[src/rtl/prg_map_pkg.sv]
package prg_map_pkg;
  localparam int BANK_W    = 8;
  localparam int ROM_PG_W  = 7;
  localparam int RAM_PG_W  = 3;
  localparam int OFF_W     = 13;
  localparam int N_BANKS   = 4;

  typedef enum logic [2:0] {
    SEL_BANK0   = 3'd0,
    SEL_BANK1   = 3'd1,
    SEL_BANK2   = 3'd2,
    SEL_BANK3   = 3'd3,
    SEL_RAMBANK = 3'd4,
    SEL_MODE    = 3'd5,
    SEL_LOCKA   = 3'd6,
    SEL_LOCKB   = 3'd7
  } regSel_e;

  typedef struct packed {
    logic       ramWriteOk;
    logic [1:0] pageMode;
  } ctrlStrobe_t;
endpackage

[src/rtl/prg_map_ctrl.sv]
module prg_map_ctrl
  import prg_map_pkg::*;
(
  input  logic                           clk,
  input  logic                           rst,
  input  logic                           regWe,
  input  logic [2:0]                     regSel,
  input  logic [BANK_W-1:0]              regData,
  output logic [N_BANKS-1:0][BANK_W-1:0] bankRegs,
  output logic [BANK_W-1:0]              ramBankReg,
  output ctrlStrobe_t                    strobe
);
  logic [BANK_W-1:0] lockA, lockB;
  logic [1:0]        modeReg;

  for (genvar g = 0; g < N_BANKS; g++) begin : g_bank
    always_ff @(posedge clk) begin
      if (rst)                                    bankRegs[g] <= '1;
      else if (regWe && regSel == 3'(g))          bankRegs[g] <= regData;
    end
  end

  always_ff @(posedge clk) begin
    if (rst) begin
      ramBankReg <= '1;
      modeReg    <= 2'd3;
      lockA      <= '1;
      lockB      <= '1;
    end else if (regWe) begin
      case (regSel_e'(regSel))
        SEL_RAMBANK: ramBankReg <= regData;
        SEL_MODE:    modeReg    <= regData[1:0];
        SEL_LOCKA:   lockA      <= regData;
        SEL_LOCKB:   lockB      <= regData;
        default:     ;
      endcase
    end
  end

  assign strobe.pageMode   = modeReg;
  assign strobe.ramWriteOk = (lockA[1:0] == 2'd2) && (lockB[1:0] == 2'd1);

  a_r12_mode_write: assert property (@(posedge clk) disable iff (rst)
    (regWe && regSel == SEL_MODE) |=> strobe.pageMode == $past(regData[1:0]));
  a_r9_unlock_stable: assert property (@(posedge clk) disable iff (rst)
    !regWe |=> $stable(strobe.ramWriteOk));
  a_r1_reset_mode: assert property (@(posedge clk) disable iff (rst)
    $fell(rst) |-> (strobe.pageMode == 2'd3 && !strobe.ramWriteOk));
endmodule

[src/rtl/prg_map_dp.sv]
module prg_map_dp
  import prg_map_pkg::*;
#(
  parameter int RAM_KB = 64
) (
  input  logic                           clk,
  input  logic                           rst,
  input  logic [15:0]                    cpuAddr,
  input  logic                           cpuWe,
  input  logic [N_BANKS-1:0][BANK_W-1:0] bankRegs,
  input  logic [BANK_W-1:0]              ramBankReg,
  input  ctrlStrobe_t                    strobe,
  output logic                           romSel,
  output logic                           ramSel,
  output logic                           openBus,
  output logic [ROM_PG_W+OFF_W-1:0]      romAddr,
  output logic [RAM_PG_W+OFF_W-1:0]      ramAddr,
  output logic                           ramWe
);
  logic [2:0]          slot;
  logic                inRange;
  logic                useRom;
  logic [ROM_PG_W-1:0] romPage;
  logic [RAM_PG_W-1:0] rawPage, foldPage;
  logic                pagePresent;
  logic [BANK_W-1:0]   pick;

  assign slot    = cpuAddr[15:13];
  assign inRange = slot >= 3'd3;

  always_comb begin
    useRom  = 1'b0;
    romPage = '0;
    rawPage = '0;
    pick    = '0;
    if (slot == 3'd3) begin
      rawPage = ramBankReg[2:0];
    end else begin
      case (strobe.pageMode)
        2'd0: begin
          useRom  = 1'b1;
          romPage = {bankRegs[1][6:2], cpuAddr[14:13]};
        end
        2'd1, 2'd2: begin
          if (!cpuAddr[14]) begin
            pick    = bankRegs[1];
            useRom  = pick[7];
            romPage = {pick[6:1], cpuAddr[13]};
            rawPage = {pick[2:1], cpuAddr[13]};
          end else if (strobe.pageMode == 2'd1) begin
            useRom  = 1'b1;
            romPage = {bankRegs[3][6:1], cpuAddr[13]};
          end else if (slot == 3'd6) begin
            pick    = bankRegs[2];
            useRom  = pick[7];
            romPage = pick[6:0];
            rawPage = pick[2:0];
          end else begin
            useRom  = 1'b1;
            romPage = bankRegs[3][6:0];
          end
        end
        default: begin
          if (slot == 3'd7) begin
            useRom  = 1'b1;
            romPage = bankRegs[3][6:0];
          end else begin
            pick    = bankRegs[slot[1:0]];
            useRom  = pick[7];
            romPage = pick[6:0];
            rawPage = pick[2:0];
          end
        end
      endcase
    end
  end

  if (RAM_KB == 8) begin : g_fold8
    assign foldPage    = '0;
    assign pagePresent = !rawPage[2];
  end else if (RAM_KB == 16) begin : g_fold16
    assign foldPage    = {2'b00, rawPage[2]};
    assign pagePresent = 1'b1;
  end else if (RAM_KB == 32) begin : g_fold32
    assign foldPage    = rawPage;
    assign pagePresent = !rawPage[2];
  end else begin : g_fold64
    assign foldPage    = rawPage;
    assign pagePresent = 1'b1;
  end

  assign romSel  = inRange && useRom;
  assign ramSel  = inRange && !useRom && pagePresent;
  assign openBus = inRange && !useRom && !pagePresent;
  assign romAddr = {romPage, cpuAddr[OFF_W-1:0]};
  assign ramAddr = {foldPage, cpuAddr[OFF_W-1:0]};
  assign ramWe   = ramSel && cpuWe && strobe.ramWriteOk;

  a_r10_one_target: assert property (@(posedge clk) disable iff (rst)
    $onehot0({romSel, ramSel, openBus}));
  a_r5_top_is_rom: assert property (@(posedge clk) disable iff (rst)
    (cpuAddr[15:13] == 3'd7) |-> romSel);
  a_r7_low_not_rom: assert property (@(posedge clk) disable iff (rst)
    (cpuAddr[15:13] == 3'd3) |-> !romSel);
  a_r8_rom_no_write: assert property (@(posedge clk) disable iff (rst)
    romSel |-> !ramWe);
  a_r11_below_idle: assert property (@(posedge clk) disable iff (rst)
    (cpuAddr < 16'h6000) |-> !(romSel || ramSel || openBus));
endmodule

[src/rtl/prg_bank_mapper.sv]
module prg_bank_mapper
  import prg_map_pkg::*;
#(
  parameter int RAM_KB = 64
) (
  input  logic        clk,
  input  logic        rst,
  input  logic        regWe,
  input  logic [2:0]  regSel,
  input  logic [7:0]  regData,
  input  logic [15:0] cpuAddr,
  input  logic        cpuWe,
  output logic        romSel,
  output logic        ramSel,
  output logic        openBus,
  output logic [19:0] romAddr,
  output logic [15:0] ramAddr,
  output logic        ramWe
);
  logic [N_BANKS-1:0][BANK_W-1:0] bankRegs;
  logic [BANK_W-1:0]              ramBankReg;
  ctrlStrobe_t                    strobe;

  prg_map_ctrl u_ctrl (
    .clk(clk), .rst(rst), .regWe(regWe), .regSel(regSel), .regData(regData),
    .bankRegs(bankRegs), .ramBankReg(ramBankReg), .strobe(strobe)
  );

  prg_map_dp #(.RAM_KB(RAM_KB)) u_dp (
    .clk(clk), .rst(rst), .cpuAddr(cpuAddr), .cpuWe(cpuWe),
    .bankRegs(bankRegs), .ramBankReg(ramBankReg), .strobe(strobe),
    .romSel(romSel), .ramSel(ramSel), .openBus(openBus),
    .romAddr(romAddr), .ramAddr(ramAddr), .ramWe(ramWe)
  );
endmodule

[config.mk]
export PLATFORM = sky130hd
export DESIGN_NAME = prg_bank_mapper
export DESIGN_NICKNAME = d
export VERILOG_FILES = /design/src/rtl/prg_map_pkg.sv /design/src/rtl/prg_map_ctrl.sv /design/src/rtl/prg_map_dp.sv /design/src/rtl/prg_bank_mapper.sv
export SDC_FILE = /design/constraint.sdc
export NUM_CORES = 1
export LEC_CHECK = 0
export BUFFER_PORTS_ARGS = -buffer_cell sky130_fd_sc_hd__buf_2
export CORE_MARGIN = 8
export CORE_UTILIZATION = 38
export CTS_CLUSTER_SIZE = 8
export DETAILED_ROUTE_END_ITERATION = 10
export GPL_ROUTABILITY_DRIVEN = 0
export HOLD_SLACK_MARGIN = 0.15
export PLACE_DENSITY = 0.57
export SLEW_MARGIN = 20
export SYNTH_ARGS = -nofsm -noshare
export SYNTH_HDL_FRONTEND = slang
export SYNTH_SLANG_ARGS = --single-unit
[constraint.sdc]
create_clock -name clk -period 1.6 [get_ports clk]
set_clock_uncertainty 0.05 [all_clocks]
set_input_delay 0 -clock clk [delete_from_list [all_inputs] [get_ports clk]]
set_output_delay 0 -clock clk [all_outputs]
set_load 0.005 [all_outputs]
==> flow_metrics.env <==
export IMPL_layout_nets=380
export IMPL_start_util_pct=38.4
export IMPL_wirelength_mm=7.19
export IMPL_drive_above_1_share_pct=24.5
export IMPL_worst_slack_ps=-328
export IMPL_layout_area_overhead_vs_synth_pct=21.3
export IMPL_clock_latency_ps=300
export IMPL_die_area_um2=9640
export IMPL_first_pass_iters=4
export IMPL_core_area_um2=6680
export IMPL_syn_area_per_cell_um2=8.31
export IMPL_io_pins=71
export IMPL_synth_area_um2=2570
export IMPL_rsz0062_at_grt="yes"
export IMPL_grt_max_degree=42
export IMPL_period_share_pct=121
export IMPL_path_buf_inv=3
export IMPL_cts_buffers=5
export IMPL_syn_nets=343
export IMPL_synthCells=309
export IMPL_multi_input_area_um2=1490
export IMPL_status="complete, but fails checks"
export IMPL_hp_class="input port to register"
export IMPL_cp_arrival_ps=1880
export IMPL_port_buffer_count=30
export IMPL_crit_family="flip-flops"
export IMPL_num_rows=30
export IMPL_maxCapViolCount=0
export IMPL_cp_start_kind="register"
export IMPL_slew_violations=0
export IMPL_power_density_nw_per_um2=752
export IMPL_violations="negative setup slack"
export IMPL_grt_pass1_wl_mm=11.4
export IMPL_drt_iter0_drc=86
export IMPL_gr_total_overflow=0
export IMPL_fp_dieH_um=98.2
export IMPL_max_freq_mhz=519
export IMPL_yosysSeqAreaShare_pct=32.0
export IMPL_grt_antenna_before_repair=0
export IMPL_p_leak_uw=0.00133
export IMPL_finalPower_uw=2340
export IMPL_cts_sinks=41
export IMPL_slew_headroom_pct=55.4
export IMPL_diodes=0
export IMPL_vias=2265
export IMPL_grt_pass1_vias=2227
export IMPL_finalSetupTns_ps=-3690
export IMPL_viasPerCell=5.30
export IMPL_ys_seq_elements=41
export IMPL_cp_max_fo=5
export IMPL_worstMarginPinSlew_ps=669
export IMPL_tritoncts="built"
export IMPL_wl_per_cell_um=16.8
export IMPL_htreeDepth=2
export IMPL_required_ps=1550
export IMPL_fin_crit_ps=1930
export IMPL_cpMaxStageDelayCell="dfxtp_2"
export IMPL_cpPeakStageDelay_ps=340
export IMPL_ir_worst_vdd_v=0.000392
export IMPL_dp_hpwl_mm=4.85
export IMPL_final_antenna_net_count=0
export IMPL_synth_cell_types=45
export IMPL_yosysWarnings=0
export IMPL_fillers=686
export IMPL_cp_end_kind="output port"
export IMPL_setup_viol=13
export IMPL_hold_violations=0
export IMPL_cts_max_path_buffers=2
export IMPL_path_class="register to output port"
export IMPL_root_buffer="clkbuf_8"
export IMPL_clk_pin_slew_ps=80
export IMPL_drc_errors=0
export IMPL_fp_dieW_um=98.2
export IMPL_final_seq_area_um2=823
export IMPL_track_usage_pct=14.8
export IMPL_worstPathCellList="inv_2 > ha_4 > and4bb_2 > buf_12 > mux2i_1 > a21o_1 > a211oi_2 > buf_2"
## cell usage after synthesis, drive strengths merged
master / instances / area [um^2]
and4bb: 1 / 12.5
nand3: 7 / 35.0
buf: 37 / 263
inv: 7 / 26.3
a311oi: 1 / 8.76
a31oi: 2 / 12.5
nor3b: 4 / 46.3
and3: 1 / 6.26
nor3: 2 / 10.0
nand2: 57 / 214
a221o: 2 / 20.0
o221a: 1 / 11.3
and2b: 1 / 8.76
clkbuf: 9 / 33.8
a21boi: 1 / 7.51
nor2: 17 / 71.3
o221ai: 3 / 26.3
nand4: 2 / 12.5
clkinv: 1 / 3.75
mux2i: 9 / 90.1
a211oi: 4 / 50.1
and2: 2 / 12.5
mux4: 4 / 90.1
ha: 3 / 37.5
a22o: 1 / 8.76
a221oi: 1 / 8.76
o211ai: 1 / 7.51
o21ai: 7 / 35.0
nand2b: 2 / 12.5
mux2: 2 / 22.5
conb: 1 / 3.75
a22oi: 1 / 7.51
nand3b: 26 / 195
dfxtp: 41 / 821
a21oi: 11 / 55.1
nor2b: 15 / 93.8
a21o: 5 / 37.5
a211o: 17 / 149
## through the flow
step	instance area [um^2]	util [%]	hold WS, ps	setup slack (ps)	cells
CTS	3080	46.0	257	-330	427
detailed placement	2680	40.2	-49.9	-103	393
global route	3120	46.6	269	-440	427
floorplan	2570	-	30.8	121	309
global placement	2680	40.2	-49.9	-66.7	393
finish	3120	46.6	267	-328	427
## kinds of logic after synthesis
family / count (synthesis) / share of synthesized area, %
compound gates: 58 / 17.3
buf+inv: 54 / 12.7
mux: 15 / 7.89
simple gates: 137 / 28.5
other cells: 1 / 0.146
flops: 41 / 32.0
fa+ha+maj: 3 / 1.46
## flip-flops by register name, summed over array words and instances (netlist names)
register	flops
u_ctrl.bankRegs	32
u_ctrl.ramBankReg	3
u_ctrl.lockA	2
u_ctrl.lockB	2
u_ctrl.modeReg	2
## final cells by class
cell class                 instances  share of cell area [%]
sequential                        41                    26.4
clock inverter                     1                   0.161
multi-input combinational        214                    47.7
tap                               80                    3.21
clock buffer                       7                    3.09
inverter                           8                   0.964
timing repair buffer              76                    18.4
## path summary, 6_finish.rpt
| check | endpoint | start | depth (start not counted) | slack, ps |
|---|---|---|---|---|
| hold reg to reg | u_ctrl.lockA[1]$_SDFFE_PP1P_ | u_ctrl.lockA[1]$_SDFFE_PP1P_ | 1 | 420 |
| setup reg to reg | u_ctrl.modeReg[0]$_SDFFE_PP1P_ | u_ctrl.modeReg[0]$_SDFFE_PP1P_ | 2 | 700 |
| hold / removal | u_ctrl.bankRegs[9]$_SDFFE_PP1P_ | rst | 2 | 270 |
| setup / recovery | romAddr[19] | u_ctrl.modeReg[1]$_SDFFE_PP1P_ | 8 | -330 |
## power by group
part / leakage (uW) / total [uW] / internal (uW) / switching [uW]
Combinational: 0.000941 / 497 / 249 / 248
Clock: 0.0000542 / 762 / 390 / 372
Sequential: 0.000334 / 1080 / 1060 / 26.6
## cell usage in the layout, fill, tap and decap left out, types with 2 or more instances in the layout
cell type      netlist  layout
buf_2                6      30
nand3b_1            26      26
dlygate4sd3_1        0      25
a21o_1               5       5
ha_4                 0       2
buf_4               29      19
a211o_1             17      17
clkbuf_8             0       7
nor2b_1             15      15
nand3_1              7       7
dfxtp_1             41      39
a221o_1              2       2
nor2_1              16      16
mux2i_1              9       9
a31oi_1              2       2
dfxtp_2              0       2
nand2b_1             2       2
and2_1               2       2
nand4_1              2       2
nor3b_4              1       2
o21ai_0              6       6
o221ai_1             3       3
inv_1                7       6
a21oi_1             11      10
nand2_1             57      57
mux4_2               4       4
a211oi_2             4       4
## per-layer routing
| layer | global-route usage [%] | vias up | wire (um) |
|---|---|---|---|
| met5 | 0 | - | 0 |
| met4 | 5.31 | 0 | 123 |
| met3 | 4.05 | 9 | 552 |
| met2 | 24.7 | 80 | 3390 |
| met1 | 17.7 | 1050 | 3120 |
| li1 | - | 1126 | - |
## repair_timing
action / 4_1_cts / 5_1_grt
hold endpoints to repair: 67 / 0
endpoints found under the setup margin: 13 / 17
resized for setup: 10 / 7
cloned: 0 / 0
pin swaps: 6 / 10
buffers inserted: 1 / 0
hold buffers: 25 / 0
(Power assumes the default switching activity.)
